**src/rtl/ipcd_pkg.sv**
```systemverilog
package ipcd_pkg;

  typedef enum logic [1:0] {
    LK_SHUT  = 2'd0,
    LK_ARMED = 2'd1,
    LK_OPEN  = 2'd2
  } lock_state_e;

  // bit positions inside a trigger-register write
  localparam int FIRE_BIT = 0;
  localparam int SRC_LSB  = 4;

endpackage

```
**src/rtl/ipcd_port_dec.sv**
```systemverilog
module ipcd_port_dec #(
  parameter int N_CORES = 8,
  parameter int ADDR_W  = 5
) (
  input  logic               wr_en,
  input  logic [ADDR_W-1:0]  addr,
  output logic [N_CORES-1:0] gen_sel,
  output logic [N_CORES-1:0] ack_sel,
  output logic               keya_sel,
  output logic               keyb_sel
);
  localparam int ACK_BASE = N_CORES;
  localparam int KEYA_ADR = 2 * N_CORES;
  localparam int KEYB_ADR = 2 * N_CORES + 1;

  for (genvar k = 0; k < N_CORES; k++) begin : g_core
    assign gen_sel[k] = wr_en && (addr == ADDR_W'(k));
    assign ack_sel[k] = wr_en && (addr == ADDR_W'(ACK_BASE + k));
  end

  assign keya_sel = wr_en && (addr == ADDR_W'(KEYA_ADR));
  assign keyb_sel = wr_en && (addr == ADDR_W'(KEYB_ADR));
endmodule

```
**src/rtl/ipcd_lock.sv**
```systemverilog
module ipcd_lock
  import ipcd_pkg::*;
#(
  parameter int           N_PORTS = 2,
  parameter int           DATA_W  = 32,
  parameter logic [31:0]  KEY_A   = 32'h5A3C_0F01,
  parameter logic [31:0]  KEY_B   = 32'hC3A5_7E02
) (
  input  logic                           clk,
  input  logic                           rst_n,
  input  logic [N_PORTS-1:0]             keya_sel,
  input  logic [N_PORTS-1:0]             keyb_sel,
  input  logic [N_PORTS-1:0][DATA_W-1:0] wdata,
  output logic                           open,
  output logic                           armed
);
  lock_state_e st_q, st_d;
  logic        st_en;

  // ports apply in index order within a cycle
  always_comb begin
    st_d = st_q;
    for (int p = 0; p < N_PORTS; p++) begin
      if (keya_sel[p]) begin
        if (wdata[p] == DATA_W'(KEY_A)) begin
          st_d = (st_d == LK_OPEN) ? LK_OPEN : LK_ARMED;
        end else begin
          st_d = LK_SHUT;
        end
      end
      if (keyb_sel[p]) begin
        if (wdata[p] == DATA_W'(KEY_B)) begin
          st_d = (st_d == LK_SHUT) ? LK_SHUT : LK_OPEN;
        end else begin
          st_d = LK_SHUT;
        end
      end
    end
  end

  assign st_en = (|keya_sel) | (|keyb_sel);

  always_ff @(posedge clk or negedge rst_n) begin
    if (!rst_n) begin
      st_q <= LK_SHUT;
    end else if (st_en) begin
      st_q <= st_d;
    end
  end

  assign open  = (st_q == LK_OPEN);
  assign armed = (st_q == LK_ARMED);
endmodule

```
**src/rtl/ipcd_target.sv**
```systemverilog
module ipcd_target #(
  parameter int N_PORTS = 2,
  parameter int N_SRC   = 8
) (
  input  logic                          clk,
  input  logic                          rst_n,
  input  logic                          open,
  input  logic [N_PORTS-1:0]            gen_sel,
  input  logic [N_PORTS-1:0]            ack_sel,
  input  logic [N_PORTS-1:0]            fire_bit,
  input  logic [N_PORTS-1:0][N_SRC-1:0] src_bits,
  input  logic [N_PORTS-1:0][N_SRC-1:0] clr_bits,
  output logic [N_SRC-1:0]              flags,
  output logic                          irq
);
  logic [N_SRC-1:0] flags_q, flags_d, set_v, clr_v;
  logic             flags_en;
  logic             fire_d, irq_q;

  always_comb begin
    set_v  = '0;
    clr_v  = '0;
    fire_d = 1'b0;
    for (int p = 0; p < N_PORTS; p++) begin
      if (gen_sel[p] && open) begin
        set_v  = set_v | src_bits[p];
        fire_d = fire_d | fire_bit[p];
      end
      if (ack_sel[p]) begin
        clr_v = clr_v | clr_bits[p];
      end
    end
    // set has priority over a clear of the same flag
    flags_d  = (flags_q & ~clr_v) | set_v;
    flags_en = (|set_v) | (|clr_v);
  end

  always_ff @(posedge clk or negedge rst_n) begin
    if (!rst_n) begin
      flags_q <= '0;
    end else if (flags_en) begin
      flags_q <= flags_d;
    end
  end

  always_ff @(posedge clk or negedge rst_n) begin
    if (!rst_n) begin
      irq_q <= 1'b0;
    end else begin
      irq_q <= fire_d;
    end
  end

  assign flags = flags_q;
  assign irq   = irq_q;
endmodule

```
**src/rtl/ipc_doorbell.sv**
```systemverilog
module ipc_doorbell
  import ipcd_pkg::*;
#(
  parameter int          N_CORES = 8,
  parameter int          N_SRC   = 8,
  parameter int          N_PORTS = 2,
  parameter int          DATA_W  = 32,
  parameter int          ADDR_W  = 5,
  parameter logic [31:0] KEY_A   = 32'h5A3C_0F01,
  parameter logic [31:0] KEY_B   = 32'hC3A5_7E02
) (
  input  logic                           clk,
  input  logic                           rst_n,
  input  logic [N_PORTS-1:0]             wr_en,
  input  logic [N_PORTS-1:0][ADDR_W-1:0] wr_addr,
  input  logic [N_PORTS-1:0][DATA_W-1:0] wr_data,
  input  logic                           rd_en,
  input  logic [ADDR_W-1:0]              rd_addr,
  output logic [DATA_W-1:0]              rd_data,
  output logic [N_CORES-1:0]             irq
);
  localparam int ACK_BASE = N_CORES;

  // reset: asynchronous assert, synchronous release
  logic rst_meta_q, rst_q_n;
  always_ff @(posedge clk or negedge rst_n) begin
    if (!rst_n) begin
      rst_meta_q <= 1'b0;
      rst_q_n    <= 1'b0;
    end else begin
      rst_meta_q <= 1'b1;
      rst_q_n    <= rst_meta_q;
    end
  end

  // per-port decode
  logic [N_PORTS-1:0][N_CORES-1:0] gen_pp, ack_pp;
  logic [N_PORTS-1:0]              keya_sel, keyb_sel;
  logic [N_PORTS-1:0]              fire_bit;
  logic [N_PORTS-1:0][N_SRC-1:0]   src_bits, clr_bits;

  for (genvar p = 0; p < N_PORTS; p++) begin : g_port
    ipcd_port_dec #(.N_CORES(N_CORES), .ADDR_W(ADDR_W)) u_dec (
      .wr_en    (wr_en[p]),
      .addr     (wr_addr[p]),
      .gen_sel  (gen_pp[p]),
      .ack_sel  (ack_pp[p]),
      .keya_sel (keya_sel[p]),
      .keyb_sel (keyb_sel[p])
    );
    assign fire_bit[p] = wr_data[p][FIRE_BIT];
    assign src_bits[p] = wr_data[p][SRC_LSB +: N_SRC];
    assign clr_bits[p] = wr_data[p][N_SRC-1:0];
  end

  logic lock_open, lock_armed;
  ipcd_lock #(
    .N_PORTS (N_PORTS),
    .DATA_W  (DATA_W),
    .KEY_A   (KEY_A),
    .KEY_B   (KEY_B)
  ) u_lock (
    .clk      (clk),
    .rst_n    (rst_q_n),
    .keya_sel (keya_sel),
    .keyb_sel (keyb_sel),
    .wdata    (wr_data),
    .open     (lock_open),
    .armed    (lock_armed)
  );

  logic [N_CORES-1:0][N_SRC-1:0] flags;
  logic [N_CORES*N_SRC-1:0]      flags_flat;

  for (genvar k = 0; k < N_CORES; k++) begin : g_tgt
    logic [N_PORTS-1:0] gen_k, ack_k;
    for (genvar p = 0; p < N_PORTS; p++) begin : g_tp
      assign gen_k[p] = gen_pp[p][k];
      assign ack_k[p] = ack_pp[p][k];
    end
    ipcd_target #(.N_PORTS(N_PORTS), .N_SRC(N_SRC)) u_tgt (
      .clk      (clk),
      .rst_n    (rst_q_n),
      .open     (lock_open),
      .gen_sel  (gen_k),
      .ack_sel  (ack_k),
      .fire_bit (fire_bit),
      .src_bits (src_bits),
      .clr_bits (clr_bits),
      .flags    (flags[k]),
      .irq      (irq[k])
    );
    assign flags_flat[k*N_SRC +: N_SRC] = flags[k];
  end

  // registered read port
  logic [DATA_W-1:0] rd_d, rd_q;
  always_comb begin
    rd_d = '0;
    for (int k = 0; k < N_CORES; k++) begin
      if (rd_addr == ADDR_W'(ACK_BASE + k)) begin
        rd_d[N_SRC-1:0] = flags[k];
      end
    end
  end

  always_ff @(posedge clk or negedge rst_q_n) begin
    if (!rst_q_n) begin
      rd_q <= '0;
    end else if (rd_en) begin
      rd_q <= rd_d;
    end
  end

  assign rd_data = rd_q;
endmodule

```
**config.mk**
```make
export PLATFORM = sky130hd
export DESIGN_NAME = ipc_doorbell
export DESIGN_NICKNAME = d
export VERILOG_FILES = /design/src/rtl/ipcd_pkg.sv /design/src/rtl/ipcd_port_dec.sv /design/src/rtl/ipcd_lock.sv /design/src/rtl/ipcd_target.sv /design/src/rtl/ipc_doorbell.sv
export SDC_FILE = /design/constraint.sdc
export NUM_CORES = 1
export LEC_CHECK = 0
export ABC_AREA = 1
export BUFFER_PORTS_ARGS = -buffer_cell sky130_fd_sc_hd__buf_2
export CAP_MARGIN = 20
export CORE_MARGIN = 2
export CORE_UTILIZATION = 30
export DETAILED_ROUTE_END_ITERATION = 8
export GPL_TIMING_DRIVEN = 0
export PLACE_DENSITY_LB_ADDON = 0.05
export SLEW_MARGIN = 25
export SYNTH_ARGS = -nofsm -noshare
export SYNTH_HDL_FRONTEND = slang
export SYNTH_SLANG_ARGS = --single-unit
```
**constraint.sdc**
```tcl
create_clock -name clk -period 7.75 [get_ports clk]
set_input_delay 0.3875 -clock clk [delete_from_list [all_inputs] [get_ports clk]]
set_output_delay 0.3875 -clock clk [all_outputs]
set_load 0.01 [all_outputs]
```
-- Yosys cells after proc, flatten, opt, wreduce, memory -nomap -nowiden
Cells that the tools add are included.
- bits in latches: 0
- flip-flop bits (word level): 84
- bits in writable memories: 0
- logic and storage cells: 267
- input port bits: 84
- memories kept: 0
- memory bits (read-only): 0
- output and inout port bits: 40
- bitwise logic cells: 57
- $mul: 0
- reduce and logical (&&, ||, !) cells: 74
- divide/modulo/power cells: 0
- $lt $le $gt $ge: 0
- eq/ne operators: 48
- mux-type cells: 68
- shift-type cells: 0
- add/subtract/negate cells: 0
- operators by type and width (operator ; number):
    8-bit 2-to-1 mux ; 40
    8-bit bitwise OR ; 24
    8-bit OR reduction ; 16
    5-bit by 4-bit equality test with 1-bit output (second input constant) ; 24
    8-bit AND ; 8
    32-bit by 31-bit equality test with 1-bit output (second input constant) ; 2
    32-bit equality test (second input constant) ; 2
    8-bit NOT ; 8
    1-bit logical AND ; 52
    5-bit by 3-bit equality test with 1-bit output (second input constant) ; 8
    2-bit 2-to-1 mux ; 12
    5-bit by 2-bit equality test with 1-bit output (second input constant) ; 4
    5-bit equality test (second input constant) ; 4
    1-bit bitwise OR ; 17
    1-bit 2-to-1 mux ; 16
    5-bit by 1-bit equality test with 1-bit output (second input constant) ; 2
    5-bit zero test ; 2
    2-bit equality test (second input constant) ; 2
    2-bit zero test ; 2
    2-bit OR reduction ; 2

-- Longest topological paths before layout
Gate-level depths: netlist of the first run.
- depth in word-level cells: 16
- depth in mapped cells: 13
- depth with buffers taken out: 12

-- By module
From an unflattened synthesis of the first run, not the netlist that was laid out.
- cells, all modules: 961
- area, all modules: 6249.7 um2
- by module, submodules not included (module ; area an instance (um2) ; cells each ; seq. area each (um2) ; times used):
    ipcd_target ; 506.7 ; 66 ; 225.2 ; 8
    ipc_doorbell ; 1202.4 ; 202 ; 250.2 ; 1
    ipcd_lock ; 678.2 ; 151 ; 50.0 ; 1
    ipcd_port_dec ; 157.7 ; 40 ; 0.0 ; 2

-- Worst setup path after synthesis of the first run
Ideal clock, no wire load.
- kind: input to register
- start point: input port rd_addr[4]
- end point: register rd_q[4], in the netlist rd_data[4]
- setup time: 0.124 ns
- path slack: 6.340 ns
- data arrival time: 1.286 ns
- buffers on the path: 1
- stages on the path: 7
- path through: inv_1 -> nand3_1 -> nor3_2 -> buf_2 -> inv_1 -> o211ai_1 -> nand2_1
- cells in the longest elaborated chain, start to end: 9
- elaborated cells between the ends (all ways): 16
- those cells by class: eq/ne: 8; mux: 8
- RTL lines (element ; RTL line ; RTL):
    start: declaration ; ipc_doorbell.sv:18 ; input logic [ADDR_W-1:0] rd_addr,
    5-bit by 4-bit equality test with 1-bit output ; ipc_doorbell.sv:101 ; if (rd_addr == ADDR_W'(ACK_BASE + k)) begin
    8-bit 2-to-1 mux (7 in a row) ; ipc_doorbell.sv:101 ;
    8-bit 2-to-1 mux (*) ; ipc_doorbell.sv:101 ;
    end signal: assignment ; ipc_doorbell.sv:111 ; rd_q <= rd_d;
    end: declaration ; ipc_doorbell.sv:97 ; logic [DATA_W-1:0] rd_d, rd_q;
Every way passes the cells marked *; elsewhere a longest branch is shown, timed or not.
A chain may end at the register's enable or synchronous reset.

-- Worst setup path in the final report of the first run
- start point: register u_lock.st_q[0]
- end point: register g_tgt[3].u_tgt.flags_q[0]
- cells in the longest elaborated chain, start to end: 7
- elaborated cells between the ends (all ways): 9
- those cells by class: eq/ne: 1; mux: 2; bitwise: 3; reduce/logical: 3
- RTL lines (element ; RTL line ; RTL):
    start: declaration ; ipcd_lock.sv:17 ; lock_state_e st_q, st_d;
    start signal: assignment ; ipcd_lock.sv:47 ; st_q <= st_d;
    2-bit equality test (*) ; ipcd_lock.sv:51 ; assign open = (st_q == LK_OPEN);
    1-bit logical AND ; ipcd_target.sv:25 ; if (gen_sel[p] && open) begin
    8-bit 2-to-1 mux ; ipcd_target.sv:25 ;
    8-bit bitwise OR ; ipcd_target.sv:26 ; set_v = set_v | src_bits[p];
    8-bit 2-to-1 mux (*) ; ipcd_target.sv:25 ;
    8-bit OR reduction ; ipcd_target.sv:35 ; flags_en = (|set_v) | (|clr_v);
    1-bit bitwise OR ; ipcd_target.sv:35 ;
    end signal: assignment ; ipcd_target.sv:42 ; flags_q <= flags_d;
    end: declaration ; ipcd_target.sv:16 ; logic [N_SRC-1:0] flags_q, flags_d, set_v, clr_v;
Marked as above.

==> results.rst, run 1 <==
.. list-table::
   :header-rows: 1

   * - Metric
     - Value
   * - Outcome
     - finished, violations left
   * - Violations in the final reports
     - DRC
   * - Die area
     - 19600 sq um
   * - Maximum count of clock buffers along a single path
     - 2
   * - Count of clock tree sinks
     - 84
   * - Placed cell areas
     - 6440 sq um
   * - Crit path arrival time
     - 2.17 ns
   * - P&R area growth vs syn
     - 21.4%
   * - Total DRC errors in the routed layout
     - 2
   * - Synth Instances
     - 758
   * - Synthesized flop and latch total
     - 84
   * - Number of enable-type register cells in the synthesized netlist
     - 0
   * - Minimum setup slack among reg-to-reg paths
     - 5.83 ns
   * - Most frequent standard cell in the layout excluding fill and tap cells
     - nand2_1
   * - Count of standard-cell rows
     - 49
   * - Worst setup skew after layout
     - 0.00911 ns
   * - Global placer's final weighted congestion
     - 0.928
   * - Cells taking the most area after synthesis
     - dfrtp_1, nand2_1, o211ai_1
   * - Worst EP required
     - 8.00 ns
   * - Pin slew with the least headroom to its limit
     - 0.898 ns
   * - Final HPWL from detailed placement
     - 16900 microns
   * - Placeable Area
     - 18100 sq um
   * - First-pass GRT wire length
     - 34200 microns
   * - Adder-cell area share of the yosys netlist
     - 0%
   * - Compound-gate portion of the synthesized area
     - 20.2%
   * - Vias per cell
     - 5.37
   * - Floorplan die height
     - 140 microns
   * - Clock input transition at the sequential cells of the worst setup and hold paths
     - 0.07 ns
   * - Hold WS
     - 0.337 ns
   * - Primary flip-flop cell chosen by synthesis mapping
     - dfrtp_1
   * - Sequential-to-total area share from yosys stat
     - 37.8%
   * - Area occupied by multi-input gates
     - 2890 sq um
   * - Ys Warns
     - 0
   * - Post-route cell area
     - 6760 sq um
   * - Finish-stage setup viols
     - 0
   * - Net total in the final layout
     - 972
   * - FF/Latch Area
     - 2110 sq um
   * - Post-DR wirelength/cell
     - 20.2 microns
   * - Clock tree from TritonCTS
     - done
   * - Cell area after synthesis
     - 5560 sq um
   * - Critical Path, Cell by Cell
     - inv_2, nand2_1, nor2_1, nand4_1, o221ai_1
   * - Number of iterations in the first detailed-routing pass
     - 9
   * - Library cells used by synthesis
     - 34
   * - Final routed wirelength across all metal layers
     - 22700 microns
   * - Routed via count
     - 6030
   * - Dominant combinational cell family by area after synthesis
     - simple AND/OR/NAND/NOR gates
   * - Max Transition Viols Final
     - 0
   * - Number of buffers added on ports
     - 94
   * - Top-area cell type share of the netlist area
     - 37.8%
   * - Time the worst path needs with I/O delays and setup
     - 1.92 ns
   * - Cell at the root of the clock tree
     - clkbuf_16
   * - Total global-route track usage
     - 23.0%
   * - Fraction of final layout cells with drive strength greater than 1
     - 21.9%
   * - Starting Density
     - 30.8%
   * - Maximum number of pins on one net before global-route repair
     - 44
   * - Largest vdd supply drop
     - 0.128 mV
   * - Category of the most critical setup path
     - reg2reg
   * - Via count of the first global-routing pass
     - 5728
   * - Peak Freq
     - 522 MHz
   * - Fin. Hold Viols
     - 0
   * - CTS H-tree lvls
     - 3
   * - 1st-iter DRT viols
     - 648
   * - Simple-gate share of the synthesized area
     - 30.0%
   * - CP Max Fanout
     - 9
   * - Class of the most critical hold timing path
     - reg2async
   * - Library cell contributing the largest single delay on the critical path
     - nand4_1
   * - Horizontal die dimension
     - 140 microns
   * - Initial antenna violation count
     - 0
   * - GR Overflow Total
     - 0
   * - Post-route clock period utilization
     - 24.7%
   * - Insertion delay to the later sink of the worst-skew pair
     - 0.36 ns
   * - Setup tns final
     - 0 ns
   * - I/O pin count
     - 124
   * - CTS Buf Count
     - 9
   * - Xor/xnor cell area share of the yosys netlist
     - 0%
   * - Final antenna-violating net count
     - 0
   * - Number of fill cells
     - 1937
   * - Mean post-synth cell area
     - 7.34 sq um
   * - Pwr Density
     - 189 nW/um^2
   * - Most area-hungry cell type in the Yosys netlist
     - dfrtp_1
   * - Crit start category
     - flop
   * - Multiplexer area fraction after synthesis
     - 0%
   * - Setup repair after global routing missed its margin
     - no
   * - Share of flip-flops with an asynchronous set or reset
     - 100%
   * - Maximum cell stage delay along the critical path
     - 0.52 ns
   * - Number of inserted diodes
     - 0
   * - Max Cap Violations
     - 0
   * - Top library cells by usage in the layout, fill and taps aside
     - nand2_1, buf_2, dfrtp_1, o211ai_1, inv_1
   * - Static leakage power
     - 2.99 nW
   * - Headroom to the max-slew limit
     - 40.1%
   * - Crit path capture type
     - flop
[per-stage QoR]
step                utilization, %  cells  setup slack (ns)  power (mW)
floorplan                        -    781              5.24       0.709
global placement              35.4   1104              3.86       0.797
detailed placement            35.6   1105              5.70       0.805
CTS                           37.4   1122              5.92        1.27
global route                  37.4   1122              5.72        1.33
finish                        37.4   1122              5.83        1.27
[cell families after synthesis]
| family | after synthesis |
|---|---|
| other | 2 |
| AO/OA/AOI/OAI | 153 |
| buffers and inverters | 139 |
| AND/OR/NAND/NOR | 380 |
| flip-flops | 84 |
[critical path: cells and delay by family (launching register included)]
| family | cells | cell delay, ns |
|---|---|---|
| buf+inv | 1 | 0.09 |
| flops | 1 | 0.39 |
| simple gates | 3 | 0.92 |
| compound gates | 1 | 0.41 |
[cells in the mapped netlist (4+ instances only)]
cell,n
nor3_1,12
o211ai_1,76
nor2_1,58
inv_2,17
clkbuf_1,11
nand2_1,223
nor2_4,4
clkinv_1,5
nor2_2,13
nor4_1,7
o221ai_1,38
a21oi_1,10
inv_1,69
nand4_1,12
nor3_2,4
nand3_1,36
dfrtp_1,84
o21ai_0,12
buf_4,32
o21ai_1,11
[per-layer routing]
| metal | GRT usage, % | share of wire, % | vias to the layer above |
|---|---|---|---|
| li1 | - | - | 2801 |
| met1 | 30.4 | 43 | 2892 |
| met4 | 7.66 | 2.4 | 0 |
| met3 | 3.90 | 6.8 | 36 |
| met2 | 38.5 | 48 | 301 |
| met5 | 0 | 0 | - |
[sequential cells by signal, indices dropped and copies added (netlist names)]
signal / cells
rst_q_n: 1
rst_meta_q: 1
rd_data: 8
u_lock.st_q: 2
g_tgt.u_tgt.flags: 64
g_tgt.u_tgt.irq: 8
[report_power, final]
group | switching, mW | total, mW | internal (mW)
registers | 0.0421 | 0.553 | 0.511
logic | 0.148 | 0.247 | 0.0993
clock network | 0.218 | 0.474 | 0.256
[final timing paths]
path / start / endpoint / cells past startpoint
max in group asynchronous: rst_q_n / g_tgt[2].u_tgt.irq / 1
setup / recovery: u_lock.st_q[0] / g_tgt[3].u_tgt.flags[0] / 5
hold reg to reg: rst_q_n / g_tgt[7].u_tgt.flags[4] / 0
setup reg to reg: u_lock.st_q[0] / g_tgt[3].u_tgt.flags[0] / 5
hold / removal: rst_q_n / g_tgt[7].u_tgt.flags[4] / 0
min in group clk: rst_meta_q / rst_q_n / 0
[cell type report]
| type | instances | share of cell area, % |
|---|---|---|
| flip-flops and latches | 84 | 31.2 |
| clock buffers | 9 | 3.33 |
| inverters | 91 | 5.06 |
| plain buffers | 48 | 4.72 |
| clock inverters | 7 | 1.22 |
| multi-input cells | 558 | 42.7 |
| well taps | 229 | 4.24 |
| repair buffers | 96 | 7.52 |
[timing repair]
| item | CTS | global route |
|---|---|---|
| hold buffers | 1 | 0 |
| hold endpoints to repair | 2 | 0 |
| gates resized for setup | 0 | 0 |
| buffers inserted | 0 | 0 |
Note: power is estimated with default switching activity, not from simulation.
==> run 2, diff against run 1 <==
==> constraint.sdc (replaced) <==
create_clock -name clk -period 1.62 [get_ports clk]
set_input_delay 0.081 -clock clk [delete_from_list [all_inputs] [get_ports clk]]
set_output_delay 0.081 -clock clk [all_outputs]
set_load 0.01 [all_outputs]
==> run 2 against run 1 <==
Effect of this change:
- sequential power rose to 4.8 times the previous value
- critical path depth rose by 3
- combinational power rose to 4.9 times the previous value
- via count fell by 0.93%
- highest routed layer unchanged
- cell count rose by 0.36%
- largest power group unchanged
- register-to-register slack got worse by 5.7 ns
- clock skew fell by 0.0013 ns
- the run still ends with DRC left
- first-iteration DRC count fell by 30%
==> results.rst, run 2 (synthesis results as in run 1) <==
.. list-table::
   :header-rows: 1

   * - Metric
     - Value
   * - Outcome
     - finished, violations left (unchanged)
   * - Violations in the final reports
     - DRC (unchanged)
   * - CTS Buf Count
     - 9 (unchanged)
   * - First-pass GRT wire length
     - 34200 microns (unchanged)
   * - Floorplan die height
     - 140 microns (unchanged)
   * - Pin slew with the least headroom to its limit
     - 0.880 ns (was 0.898 ns)
   * - Library cell contributing the largest single delay on the critical path
     - dfrtp_1 (was nand4_1)
   * - Most frequent standard cell in the layout excluding fill and tap cells
     - nand2_1 (unchanged)
   * - Worst setup skew after layout
     - 0.00786 ns (was 0.00911 ns)
   * - Count of clock tree sinks
     - 84 (unchanged)
   * - Cell at the root of the clock tree
     - clkbuf_16 (unchanged)
   * - Maximum number of pins on one net before global-route repair
     - 35 (was 44)
   * - Number of buffers added on ports
     - 94 (unchanged)
   * - Fin. Hold Viols
     - 0 (unchanged)
   * - Peak Freq
     - 664 MHz (was 522 MHz)
   * - Class of the most critical hold timing path
     - in2async (was reg2async)
   * - Top library cells by usage in the layout, fill and taps aside
     - nand2_1, buf_2, dfrtp_1, o211ai_1, inv_1 (unchanged)
   * - Via count of the first global-routing pass
     - 6092 (was 5728)
   * - Number of inserted diodes
     - 0 (unchanged)
   * - Setup repair after global routing missed its margin
     - no (unchanged)
   * - CP Max Fanout
     - 9 (unchanged)
   * - Placed cell areas
     - 6450 sq um (was 6440 sq um)
   * - Crit path capture type
     - flop (unchanged)
   * - GR Overflow Total
     - 0 (unchanged)
   * - Largest register FFs
     - 64 (unchanged)
   * - Global placer's final weighted congestion
     - 0.924 (was 0.928)
   * - Met1 global-route usage
     - 29.9% (was 30.4%)
   * - Insertion delay to the later sink of the worst-skew pair
     - 0.36 ns (about the same)
   * - Crit start category
     - flop (unchanged)
   * - Post-route core utilization
     - 38.0% (was 37.4%)
   * - Vias per cell
     - 5.31 (was 5.37)
   * - Routed via count
     - 5974 (was 6030)
   * - Maximum cell stage delay along the critical path
     - 0.39 ns (was 0.52 ns)
   * - Final routed wirelength across all metal layers
     - 22300 microns (was 22700 microns)
   * - Post-DR wirelength/cell
     - 19.8 microns (was 20.2 microns)
   * - Number of cells in the finished layout apart from fillers
     - 1126 (was 1122)
   * - Final antenna-violating net count
     - 0 (unchanged)
   * - Largest vdd supply drop
     - 0.488 mV (was 0.128 mV)
   * - Headroom to the max-slew limit
     - 41.3% (was 40.1%)
   * - Setup tns final
     - 0 ns (unchanged)
   * - Gr busiest metal
     - met2 (unchanged)
   * - Post-placement cell count
     - 1106 (was 1105)
   * - Count of standard-cell rows
     - 49 (unchanged)
   * - Starting Density
     - 30.8% (unchanged)
   * - I/O pin count
     - 124 (unchanged)
   * - Max Transition Viols Final
     - 0 (unchanged)
   * - Worst EP required
     - 1.88 ns (was 8.00 ns)
   * - Crit path arrival time
     - 1.77 ns (was 2.17 ns)
   * - P&R area growth vs syn
     - 23.7% (was 21.4%)
   * - Max Cap Violations
     - 0 (unchanged)
   * - Post-route clock period utilization
     - 93.0% (was 24.7%)
   * - Static leakage power
     - 3.02 nW (was 2.99 nW)
   * - Met2 usage
     - 38.3% (was 38.5%)
   * - Global routing met3 resource utilization
     - 3.35% (was 3.90%)
   * - Clock tree from TritonCTS
     - done (unchanged)
   * - Net total in the final layout
     - 976 (was 972)
   * - Die area
     - 19600 sq um (unchanged)
   * - Total global-route track usage
     - 22.9% (was 23.0%)
   * - Maximum count of clock buffers along a single path
     - 2 (unchanged)
   * - Placeable Area
     - 18100 sq um (unchanged)
   * - Time the worst path needs with I/O delays and setup
     - 1.51 ns (was 1.92 ns)
   * - Final HPWL from detailed placement
     - 16800 microns (was 16900 microns)
   * - Horizontal die dimension
     - 140 microns (unchanged)
   * - 1st-iter DRT viols
     - 451 (was 648)
   * - Post-route cell area
     - 6880 sq um (was 6760 sq um)
   * - Pwr Density
     - 880 nW/um^2 (was 189 nW/um^2)
   * - Clock input transition at the sequential cells of the worst setup and hold paths
     - 0.07 ns (about the same)
   * - CTS H-tree lvls
     - 3 (unchanged)
   * - Power, Total
     - 6.06 mW (was 1.27 mW)
   * - Number of iterations in the first detailed-routing pass
     - 8 (was 9)
   * - Category of the most critical setup path
     - reg2reg (unchanged)
   * - Initial antenna violation count
     - 0 (unchanged)
   * - Critical Path, Cell by Cell
     - inv_2, nand2_2, nor2_2, inv_1, nor2_4, buf_12, nand2_1, o221ai_1 (was inv_2, nand2_1, nor2_1, nand4_1, o221ai_1)
   * - Total DRC errors in the routed layout
     - 4 (was 2)
   * - Finish-stage setup viols
     - 0 (unchanged)
   * - Fraction of final layout cells with drive strength greater than 1
     - 24.1% (was 21.9%)
-- run 2: cell count changes in the layout (fill, tap and decap cells not counted), sizes merged --
cell,before,now
buf,132,136
clkbuf,20,21
clkinv,6,5
clkinvlp,2,3
inv,89,88
-- run 2: stage by stage --
step	setup WS (ns)	hold WS, ns
floorplan	0.199	-0.215
global placement	-0.544	-0.135
detailed placement	-0.134	-0.134
CTS	-0.0844	0.0268
global route	0.0271	0.0506
finish	0.113	0.0369
-- run 2: repair_timing --
action	4_1_cts	5_1_grt
pin swaps	2	2
endpoints found under the hold margin	2	0
gates resized for setup	6	15
setup buffers	1	2
hold buffers	1	0
setup endpoints to repair	40	72
-- run 2: metal layers --
layer  part of all wire, %  wire (microns)  vias to the layer above
met5                     0               0                        -
li1                      -               -                     2820
met3                   6.6            1460                       51
met4                   3.1             700                        0
met1                    43            9570                     2817
met2                    47           10500                      286
-- run 2: power by group --
| part | internal (mW) | leakage, nW | switching (mW) |
|---|---|---|---|
| Sequential | 2.45 | 1.11 | 0.187 |
| Combinational | 0.483 | 1.77 | 0.729 |
| Clock | 1.25 | 0.142 | 0.963 |
-- run 2: worst max-delay path, delay by kind of cell (launching register included) --
kind / cells / cell delay, ns
simple gates: 4 / 0.53
flops: 1 / 0.39
buf+inv: 3 / 0.37
compound gates: 1 / 0.11
-- run 2: area by class of cell --
cell class	count	area [sq um]
clock buffer	10	239
multi-input combinational	558	2950
clock inverter	6	70.1
sequential	84	2110
inverter	91	342
tap	229	287
timing repair buffer	100	568
buffer	48	319
fill	1869	11200
-- run 2: path summary, 6_finish.rpt --
| check | start | slack, ns | cells after the start | to |
|---|---|---|---|---|
| worst max-delay path | u_lock.st_q[0] | 0.11 | 8 | g_tgt[2].u_tgt.flags[0] |
| worst max register to register | u_lock.st_q[0] | 0.11 | 8 | g_tgt[2].u_tgt.flags[0] |
| min in group clk | wr_data[2] | 0.08 | 4 | g_tgt[5].u_tgt.flags[2] |
| max in group asynchronous | rst_q_n | 0.69 | 2 | g_tgt[3].u_tgt.flags[6] |
| worst min-delay path | rst_n | 0.04 | 2 | rst_q_n |
| worst min register to register | rst_q_n | 0.19 | 0 | rd_data[2] |
